`config.mk`:
```
export PLATFORM = sky130hd
export DESIGN_NAME = trig_dma_req
export DESIGN_NICKNAME = d
export VERILOG_FILES = /design/src/rtl/trig_dma_pkg.sv /design/src/rtl/trig_dma_ctrl_reg.sv /design/src/rtl/trig_dma_lane.sv /design/src/rtl/trig_dma_req.sv
export SDC_FILE = /design/constraint.sdc
export NUM_CORES = 1
export LEC_CHECK = 0
export BUFFER_PORTS_ARGS = -buffer_cell sky130_fd_sc_hd__buf_2
export CAP_MARGIN = 20
export CELL_PAD_IN_SITES_DETAIL_PLACEMENT = 0
export CELL_PAD_IN_SITES_GLOBAL_PLACEMENT = 2
export CORE_ASPECT_RATIO = 0.9
export CORE_MARGIN = 2
export CORE_UTILIZATION = 23
export DETAILED_ROUTE_END_ITERATION = 10
export PLACE_DENSITY = 0.85
export SYNTH_ARGS = -nofsm -noshare
export SYNTH_HDL_FRONTEND = slang
export SYNTH_SLANG_ARGS = --single-unit
```
`constraint.sdc`:
```
create_clock -name clk -period 1.23 [get_ports clk]
set_clock_uncertainty 0.15 [all_clocks]
set_input_delay 0.1845 -clock clk [delete_from_list [all_inputs] [get_ports clk]]
set_output_delay 0.1845 -clock clk [all_outputs]
set_load 0.03 [all_outputs]
```
`src/rtl/trig_dma_pkg.sv`:
```
package trig_dma_pkg;
  localparam int unsigned NUM_GRP  = 8;
  localparam int unsigned WORD_W   = 32;
  localparam int unsigned STAT_LSB = 16;
  localparam int unsigned MODE_POS = 31;
endpackage

```
`src/rtl/trig_dma_ctrl_reg.sv`:
```
module trig_dma_ctrl_reg #(
  parameter int unsigned GRPS     = trig_dma_pkg::NUM_GRP,
  parameter int unsigned WORD_W   = trig_dma_pkg::WORD_W,
  parameter int unsigned MODE_POS = trig_dma_pkg::MODE_POS
) (
  input  logic              clk,
  input  logic              rst_n,
  input  logic              soft_rst,
  input  logic              wr_en,
  input  logic [WORD_W-1:0] wr_data,
  output logic [GRPS-1:0]   en_q,
  output logic              mode_q
);
  logic [GRPS-1:0] en_d;
  logic            mode_d;
  logic            upd;

  // Clock enable: only a write or a soft reset moves these bits.
  assign upd = wr_en | soft_rst;

  always_comb begin
    if (soft_rst) begin
      en_d   = '0;
      mode_d = 1'b0;
    end else begin
      en_d   = wr_data[GRPS-1:0];
      mode_d = wr_data[MODE_POS];
    end
  end

  always_ff @(posedge clk or negedge rst_n) begin
    if (!rst_n) begin
      en_q   <= '0;
      mode_q <= 1'b0;
    end else if (upd) begin
      en_q   <= en_d;
      mode_q <= mode_d;
    end
  end
endmodule

```
`src/rtl/trig_dma_lane.sv`:
```
module trig_dma_lane (
  input  logic clk,
  input  logic rst_n,
  input  logic soft_rst,
  input  logic en,
  input  logic pulsed,
  input  logic evt,
  input  logic clr,
  input  logic ack,
  output logic stat_q,
  output logic req_q
);
  logic seen_q;
  logic stat_d, req_d, seen_d;
  logic set_evt, release_now, upd;

  assign set_evt = evt & en;
  // In latched mode the release needs a stored or present acknowledge and a cleared status bit.
  assign release_now = pulsed ? ack : ((seen_q | ack) & ~stat_q);
  assign upd = soft_rst | set_evt | clr | req_q;

  always_comb begin
    stat_d = stat_q;
    req_d  = req_q;
    seen_d = seen_q;
    if (soft_rst) begin
      stat_d = 1'b0;
      req_d  = 1'b0;
      seen_d = 1'b0;
    end else begin
      // A new event wins over a simultaneous clear.
      if (set_evt)  stat_d = 1'b1;
      else if (clr) stat_d = 1'b0;
      if (set_evt) begin
        req_d  = 1'b1;
        seen_d = 1'b0;
      end else if (req_q && release_now) begin
        req_d  = 1'b0;
        seen_d = 1'b0;
      end else begin
        seen_d = seen_q | (req_q & ack);
      end
    end
  end

  always_ff @(posedge clk or negedge rst_n) begin
    if (!rst_n) begin
      stat_q <= 1'b0;
      req_q  <= 1'b0;
      seen_q <= 1'b0;
    end else if (upd) begin
      stat_q <= stat_d;
      req_q  <= req_d;
      seen_q <= seen_d;
    end
  end
endmodule

```
`src/rtl/trig_dma_req.sv`:
```
module trig_dma_req #(
  parameter int unsigned GRPS     = trig_dma_pkg::NUM_GRP,
  parameter int unsigned WORD_W   = trig_dma_pkg::WORD_W,
  parameter int unsigned STAT_LSB = trig_dma_pkg::STAT_LSB,
  parameter int unsigned MODE_POS = trig_dma_pkg::MODE_POS
) (
  input  logic              clk,
  input  logic              rst_n,
  input  logic              soft_rst,
  input  logic [GRPS-1:0]   done_evt,
  input  logic [GRPS-1:0]   dma_ack,
  input  logic              wr_en,
  input  logic [WORD_W-1:0] wr_data,
  output logic [WORD_W-1:0] rd_data,
  output logic [GRPS-1:0]   dma_req
);
  localparam int unsigned STAT_MSB = STAT_LSB + GRPS - 1;

  logic [GRPS-1:0] en_q;
  logic            mode_q;
  logic [GRPS-1:0] stat_q;
  logic [GRPS-1:0] clr_vec;

  assign clr_vec = wr_en ? wr_data[STAT_MSB:STAT_LSB] : '0;

  trig_dma_ctrl_reg #(
    .GRPS(GRPS), .WORD_W(WORD_W), .MODE_POS(MODE_POS)
  ) u_ctrl (
    .clk(clk), .rst_n(rst_n), .soft_rst(soft_rst),
    .wr_en(wr_en), .wr_data(wr_data),
    .en_q(en_q), .mode_q(mode_q)
  );

  for (genvar g = 0; g < GRPS; g++) begin : g_lane
    trig_dma_lane u_lane (
      .clk(clk), .rst_n(rst_n), .soft_rst(soft_rst),
      .en(en_q[g]), .pulsed(mode_q),
      .evt(done_evt[g]), .clr(clr_vec[g]), .ack(dma_ack[g]),
      .stat_q(stat_q[g]), .req_q(dma_req[g])
    );
  end

  always_comb begin
    rd_data                    = '0;
    rd_data[GRPS-1:0]          = en_q;
    rd_data[STAT_MSB:STAT_LSB] = stat_q;
    rd_data[MODE_POS]          = mode_q;
  end
endmodule

```
==> flow_summary.yaml, run 1 <==
status:
  status: "finished with violations"
  violations: "negative setup slack"
routing:
  top_layer_used: "met4"
  first_pass_iters: 4
  ant_nets: 0
  route.met2.wl_um: 2140
  vias: 1535
  wl_met1_um: 2010
  drcViolationCount: 0
  drt-initial-drc-count: 20
  routed_wl_um: 4450
  post_drt_via_cell_ratio: 4.18
  dr_wl_met3_um: 257
  wl_per_cell_um: 12.1
floorplanning:
  coreArea_um2: 8030
  die_h_um: 90.1
  rows: 31
  die_width_um: 99.6
  dieArea_um2: 8970
  ioPinCount: 92
  initial_core_util: 0.236
clocking:
  cts_tree: "yes"
  clk_pin_slew_ns: 0.07
  htreeDepth: 2
  cts_root_buf: "clkbuf_8"
  cts_sinks: 33
  cts_inserted_buffers: 5
  ctsLongestPathBuffers: 2
  clock_latency_ns: 0.28
worst_setup_path:
  worstPathCellList: "buf_8 -> nand2b_4 -> a211oi_1 -> nor3_1"
  rr_startpoint: "u_ctrl.mode_q"
  crit_arrival_ns: 1.37
  critPathMaxFanout: 8
  crit_path_start_kind: "flop"
  critPathMaxStageDelay_ns: 0.45
  rrSetupSlack_ns: -0.13
  required_ns: 1.24
  end_kind: "flop"
  rr_endpoint: "g_lane[1].u_lane.req_q"
  reg2reg_depth: 4
  crit_slowest_cell: "dfrtp_2"
  critical_path_class: "reg2reg"
power_and_ir_drop:
  p_per_area_nw_per_um2: 955
  total_power_mw: 2.55
  combPwrFrac: 0.222
  power.internal_mw: 1.81
  pwr-share-clk: 0.326
  switching_share: 0.292
  leakage_nw: 1.29
  pwr-share-seq: 0.451
  vdd_drop_max_v: 0.000319
  switchingPower_mw: 0.746
layout:
  final_common_cell: "buf_2"
  diodes: 0
  stdcell_area_um2: 2670
  layout-drive-gt1-share: 0.455
  layout_common_cells: "buf_2 (44), dfrtp_1 (32), nor2_1 (25)"
  nets: 320
  fin_util: 0.333
  area_delta_synth_final_pct: 41.2
logic_synthesis:
  synth_seq_cells: 33
  ys_seq_area_frac: 0.436
  syn_area_per_cell_um2: 9.37
  synth_top_area_cell: "dfrtp_1"
  synth_area_leaders: "dfrtp_1 (44%), buf_4 (16%), a21oi_1 (6.3%)"
  yosys.area.top_type_share: 0.436
  syn_inst: 202
  synth_area_um2: 1890
  ys_types: 19
  yosysWarnings: 0
sta:
  period_minus_slack_ns: 1.36
  setup_slack_ns: -0.134
  drv_slew: 0
  hold_slack_ns: 0.00903
  min_period_over_period: 1.11
  max_freq_mhz: 733
  setup_viol: 20
  grt_setup_unrepaired: "true"
  final_hold_viol_count: 0
global_routing:
  grt_overflow: 0
  grt_max_degree: 34
  grt_pass1_vias: 1540
  grtUsageTotal: 0.104
  grt_antenna_before_repair: 0
  grt_pass1_wl_um: 7430
placed_design:
  dpl.hpwl_um: 2980
  port_buffers: 61
  gp_congestion: 0.733
  dpl_worst_slack_ns: -0.196
  place_area_um2: 2180
hold_path:
  holdPathStages: 3
  min_from: "wr_data[31]"
  hold_end: "u_ctrl.mode_q"
  hold_class: "in2reg"
flow_run:
  max_cap_violations: 0
==> timing repair <==
action                                 in CTS  in global routing
setup buffers                              11                  1
setup endpoints to repair                  28                 30
pin swaps                                  10                  7
hold buffers                                7                  0
cloned                                      1                  0
endpoints found under the hold margin      39                  0
gates resized for setup                    35                 28
==> layer usage <==
| metal | vias to the layer above | GRT usage |
|---|---|---|
| met5 | - | 0 |
| met3 | 5 | 0.0280 |
| met2 | 49 | 0.175 |
| met1 | 729 | 0.133 |
| li1 | 752 | - |
| met4 | 0 | 0.0274 |
==> stage by stage <==
step           instances  TNS (ns)
6_report             367     -1.51
5_1_grt              367     -2.73
4_1_cts              366     -2.01
3_5_place_dp         340     -1.64
3_3_place_gp         340     -1.34
2_1_floorplan        216    -0.670
==> cells by family (layout without fill, tap and decap cells) <==
| logic type | Yosys count | in the layout | synth area share |
|---|---|---|---|
| simple gates | 65 | 65 | 0.167 |
| buf+inv | 54 | 106 | 0.192 |
| other cells | 1 | 15 | 0.00198 |
| flops | 33 | 33 | 0.436 |
| compound gates | 40 | 40 | 0.155 |
| mux | 9 | 9 | 0.0476 |
==> state kept, by name, indices dropped and copies added, names as in the netlist <==
| signal | cells |
|---|---|
| u_ctrl.mode_q | 1 |
| u_ctrl.en_q | 8 |
| g_lane.u_lane.stat_q | 8 |
| g_lane.u_lane.seen_q | 8 |
| g_lane.u_lane.req_q | 8 |
==> worst max-delay path by stage <==
stage                  start                      end  slack [ns]  cells past startpoint
2_1_floorplan  u_ctrl.mode_q  g_lane[1].u_lane.seen_q       -0.09                      4
3_3_place_gp   u_ctrl.mode_q  g_lane[4].u_lane.seen_q       -0.15                      4
3_5_place_dp   u_ctrl.mode_q  g_lane[4].u_lane.seen_q       -0.20                      4
4_1_cts        u_ctrl.mode_q  g_lane[4].u_lane.seen_q       -0.16                      4
5_1_grt        u_ctrl.mode_q  g_lane[1].u_lane.seen_q       -0.22                      4
6_report       u_ctrl.mode_q   g_lane[1].u_lane.req_q       -0.13                      4
==> power by group through the flow <==
stage / logic, mW / registers (mW) / clock network [mW]
floorplan: 0.375 / 1.17 / 0
global placement: 0.473 / 1.17 / 0
detailed placement: 0.475 / 1.17 / 0
CTS: 0.547 / 1.15 / 0.885
global route: 0.621 / 1.16 / 0.933
finish: 0.567 / 1.15 / 0.833
==> synthesized netlist by cell type, drive strengths merged <==
cell / count
a21oi: 24
nand2b: 8
dfrtp: 33
a211oi: 8
and2: 8
nor3: 8
buf: 43
a2111oi: 8
nand2: 8
mux2i: 9
clkbuf: 3
conb: 1
nor2: 25
nor2b: 8
inv: 8
==> final cells by class <==
type | count | area, um2
Fill cell | 850 | 5360
Inverter | 8 | 30.0
Tap cell | 99 | 124
Clock buffer | 7 | 86.3
Multi-Input combinational cell | 129 | 911
Timing Repair Buffer | 91 | 696
Sequential cell | 33 | 827
==> worst max-delay path: cells and delay by family, from the launching register on <==
kind / cells / cell delay [ns]
AO/OA/AOI/OAI: 1 / 0.27
flip-flops: 1 / 0.45
buffers and inverters: 1 / 0.16
AND/OR/NAND/NOR: 2 / 0.22
Note: power is estimated with default switching activity, not from simulation.
==> run 2: changes to the inputs <==
CELL_PAD_IN_SITES_DETAIL_PLACEMENT = 2   (was 0)
==> flow_summary.yaml, run 2 (same netlist as run 1, synthesis figures left out) <==
worst_setup_path:
  reg2reg_depth: 4
  rr_startpoint: "u_ctrl.mode_q"
  crit_path_start_kind: "flop"
  crit_start: "u_ctrl.mode_q"
  rrSetupSlack_ns: -0.17
  rr_endpoint: "g_lane[1].u_lane.seen_q"
  required_ns: 1.25
  end_kind: "flop"
  critPathMaxFanout: 8
  critical_path_class: "reg2reg"
  crit_arrival_ns: 1.42
routing:
  routed_wl_um: 5600
  wl_per_cell_um: 15.1
  first_pass_iters: 2
  drt-initial-drc-count: 25
  ant_nets: 0
  vias: 1630
  post_drt_via_cell_ratio: 4.41
  drcViolationCount: 0
flow_run:
  max_cap_violations: 0
clocking:
  htreeDepth: 2
  ctsLongestPathBuffers: 2
  cts_sinks: 33
  cts_root_buf: "clkbuf_8"
  clk_pin_slew_ns: 0.08
  cts_inserted_buffers: 5
  cts_tree: "yes"
  clock_latency_ns: 0.28
hold_path:
  hold_end: "u_ctrl.en_q[0]"
  min_from: "wr_data[0]"
  holdPathStages: 3
  hold_class: "in2reg"
layout:
  fillers: 878
  area_delta_synth_final_pct: 47.2
  layout_common_cells: "buf_2 (40), dfrtp_1 (32), nor2_1 (25)"
  seqCellArea_um2: 827
  multiInputGateArea_um2: 955
  layout-drive-gt1-share: 0.498
  nets: 322
  final_common_cell: "buf_2"
  final_cells: 370
  diodes: 0
floorplanning:
  initial_core_util: 0.236
  die_h_um: 90.1
  die_width_um: 99.6
  dieArea_um2: 8970
  rows: 31
  coreArea_um2: 8030
  ioPinCount: 92
global_routing:
  grtUsageMet2: 0.234
  grtUsageTotal: 0.128
  grt_use_met3: 0.0272
  grt_pass1_vias: 1858
  top_usage_layer: "met2"
  grt_antenna_before_repair: 0
  grt_max_degree: 34
  grt_overflow: 0
  grt_pass1_wl_um: 9130
  met1_usage: 0.155
sta:
  setup_viol: 20
  final_hold_viol_count: 0
  setup_slack_ns: -0.173
  period_minus_slack_ns: 1.40
  grt_setup_unrepaired: "true"
  drv_slew: 0
  hold_slack_ns: 0.00516
  fin_tns_setup_ns: -1.89
  max_freq_mhz: 713
  min_period_over_period: 1.14
power_and_ir_drop:
  total_power_mw: 2.86
  combPwrFrac: 0.213
  pwr-share-clk: 0.383
  switching_share: 0.287
  leakage_nw: 1.32
  pwr-share-seq: 0.404
  p_per_area_nw_per_um2: 1030
  vdd_drop_max_v: 0.000483
  switchingPower_mw: 0.819
  power.internal_mw: 2.04
placed_design:
  dpl_worst_slack_ns: -0.240
  dpl.hpwl_um: 3740
  placed_cells: 340
  gp_congestion: 0.733
  port_buffers: 61
status:
  status: "finished with violations"
  violations: "negative setup slack"
run 2: how the worst max path moves through the flow:
stage / endpoint / slack [ns]
2_1_floorplan: g_lane[1].u_lane.seen_q / -0.09
5_1_grt: g_lane[3].u_lane.seen_q / -0.26
3_3_place_gp: g_lane[4].u_lane.seen_q / -0.15
3_5_place_dp: g_lane[2].u_lane.seen_q / -0.24
4_1_cts: rd_data[31] / -0.20
6_report: g_lane[1].u_lane.seen_q / -0.17
run 2: through the flow:
step	utilization	cell area [um2]
3_5_place_dp	0.272	2180
4_1_cts	0.330	2650
2_1_floorplan	-	1980
5_1_grt	0.347	2790
6_report	0.347	2790
3_3_place_gp	0.272	2180
run 2: cell type report:
type                       count  area share
clock buffer                   6      0.0296
clock inverter                 2      0.0135
inverter                       8      0.0108
multi-input combinational    129       0.343
sequential                    33       0.297
tap                           99      0.0445
timing repair buffer          93       0.262
run 2: power by group through the flow:
stage / Clock [mW] / Sequential (mW) / Combinational (mW)
after floorplan: 0 / 1.17 / 0.375
after global placement: 0 / 1.17 / 0.473
after detailed placement: 0 / 1.17 / 0.491
after CTS: 1.14 / 1.15 / 0.582
after global routing: 1.19 / 1.16 / 0.660
final: 1.09 / 1.16 / 0.609
run 2: layer usage:
metal | up-vias | part of all wire
met5 | - | 0
met4 | 0 | 0.0048
met3 | 4 | 0.044
met2 | 51 | 0.53
met1 | 815 | 0.42
li1 | 760 | -
run 2: timing repair:
action                                  4_1_cts  5_1_grt
cloned                                        1        0
hold buffers                                  5        0
pin swaps                                    16        9
gates resized for setup                      50       33
hold endpoints to repair                     37        0
endpoints found under the setup margin       28       35
setup buffers                                12        4
run 2: worst max-delay path: stages (launching register included):
cell and delay, ns:
dfrtp_2 0.46, buf_8 0.16, nor2b_2 0.13, a21oi_1 0.07
a2111oi_2 0.32
==> run 3: changes to the inputs <==
BUFFER_PORTS_ARGS = default   (was -buffer_cell sky130_fd_sc_hd__buf_2)
CORE_UTILIZATION = 31   (was 23)
DONT_BUFFER_PORTS = 1   (was default)
PLACE_DENSITY = 0.83   (was 0.85)
==> flow_summary.yaml, run 3 (same netlist as run 1, synthesis figures left out) <==
power_and_ir_drop:
  p_per_area_nw_per_um2: 1090
  leakage_nw: 1.08
  vdd_drop_max_v: 0.000474
status:
  violations: "negative hold slack, negative setup slack"
  status: "finished with violations"
placed_design:
  place_area_um2: 1950
  port_buffers: 0
  dpl_worst_slack_ns: -0.207
  dpl.hpwl_um: 3390
  gp_congestion: 0.730
clocking:
  clock_latency_ns: 0.29
  hold_buffers: 2
  htreeDepth: 2
  clk_pin_slew_ns: 0.07
  cts_root_buf: "clkbuf_8"
  cts_sinks: 33
  ctsLongestPathBuffers: 2
  cts_tree: "yes"
  cts_inserted_buffers: 5
routing:
  first_pass_iters: 2
  routed_wl_um: 5090
  drcViolationCount: 0
  post_drt_via_cell_ratio: 4.95
  ant_nets: 0
  drt-initial-drc-count: 37
  vias: 1426
  wl_per_cell_um: 17.7
layout:
  fillers: 627
  fin_util: 0.401
  nets: 269
  layout-drive-gt1-share: 0.376
  final_common_cell: "dfrtp_1"
  multiInputGateArea_um2: 905
  diodes: 0
  seqCellArea_um2: 828
  layout_common_cells: "dfrtp_1 (31), buf_4 (30), nor2_1 (25)"
  area_delta_synth_final_pct: 22.5
  stdcell_area_um2: 2320
global_routing:
  grtUsageTotal: 0.158
  grt_overflow: 0
  grt_pass1_vias: 1653
  grt_max_degree: 34
  grt_antenna_before_repair: 0
  grt_pass1_wl_um: 8220
floorplanning:
  die_h_um: 78.1
  rows: 26
  initial_core_util: 0.327
  die_width_um: 86.4
  coreArea_um2: 5790
  dieArea_um2: 6750
  ioPinCount: 92
sta:
  period_minus_slack_ns: 1.43
  final_hold_viol_count: 33
  setup_slack_ns: -0.198
  min_period_over_period: 1.16
  setup_viol: 17
  grt_setup_unrepaired: "true"
  hold_slack_ns: -0.198
  drv_slew: 0
  max_freq_mhz: 700
worst_setup_path:
  critPathTopFamily: "flip-flops"
  path_buf_inv: 1
  rrSetupSlack_ns: -0.20
  end_kind: "flop"
  required_ns: 1.26
  worstPathCellList: "clkbuf_16 -> nor2b_4 -> a21oi_2 -> a2111oi_2"
  crit_arrival_ns: 1.46
  critPathMaxFanout: 6
  critical_path_class: "reg2reg"
  crit_path_start_kind: "flop"
  crit_slowest_cell: "dfrtp_2"
  critical_path_depth: 4
  reg2reg_depth: 4
  critPathMaxStageDelay_ns: 0.45
hold_path:
  holdPathStages: 1
  hold_class: "in2reg"
flow_run:
  max_cap_violations: 0
-- run 3: cell count changes in the layout (fill, tap and decap cells not counted), moves of 2 or more --
cell,delta
a211oi_1,+2
a2111oi_2,+2
buf_8,-2
a211oi_2,-2
a2111oi_4,-2
a21oi_2,-4
buf_4,+6
a21oi_1,+4
buf_6,-12
buf_2,-40
dlygate4sd3_1,-4
-- run 3: final timing paths --
path,startpoint,endpoint
worst min-delay path,soft_rst,g_lane[5].u_lane.seen_q
worst min register to register,g_lane[4].u_lane.req_q,g_lane[4].u_lane.seen_q
min in group asynchronous,rst_n,g_lane[0].u_lane.stat_q
worst max register to register,u_ctrl.mode_q,g_lane[6].u_lane.seen_q
max in group asynchronous,rst_n,u_ctrl.mode_q
worst max-delay path,u_ctrl.mode_q,g_lane[6].u_lane.seen_q
-- run 3: routing by layer --
layer	wire, um	global-route usage	vias up
met3	352	0.0515	9
li1	-	-	652
met4	70	0.0500	0
met5	0	0	-
met1	2000	0.177	712
met2	2670	0.280	53
-- run 3: cell type report --
type / count / share of cell area
flip-flops and latches: 33 / 0.357
clock inverters: 1 / 0.00216
clock buffers: 7 / 0.0415
multi-input cells: 129 / 0.390
repair buffers: 40 / 0.159
well taps: 70 / 0.0378
inverters: 8 / 0.0129
-- run 3: timing repair --
item / in CTS / in global routing
hold endpoints to repair: 66 / 33
resized for setup: 12 / 18
gates cloned: 0 / 1
setup buffers: 7 / 2
endpoints found under the setup margin: 24 / 22
pin swaps: 3 / 10
-- run 3: metrics by stage --
| step | instances | setup TNS [ns] | hold slack [ns] | power, mW |
|---|---|---|---|---|
| detailed placement | 268 | -2.19 | -0.260 | 1.53 |
| CTS | 285 | -2.11 | -0.207 | 2.54 |
| global route | 288 | -3.16 | -0.214 | 2.66 |
| finish | 288 | -2.00 | -0.198 | 2.54 |
| floorplan | 216 | -0.670 | -0.261 | 1.54 |
| global placement | 268 | -1.39 | -0.260 | 1.52 |
-- run 3: worst reg2reg max path: cells and delay by family, from the launching register on --
family | cells | cell delay (ns)
DFF | 1 | 0.45
AOI/OAI and AO/OA | 2 | 0.41
buffers and inverters | 1 | 0.19
and+or+nand+nor | 1 | 0.13
-- run 3: power breakdown --
part           total [mW]  switching [mW]  leakage (nW)  internal (mW)
logic               0.456           0.282         0.575          0.174
registers            1.15          0.0261         0.448           1.12
clock network       0.931           0.425        0.0542          0.506
total                2.54           0.733          1.08           1.80
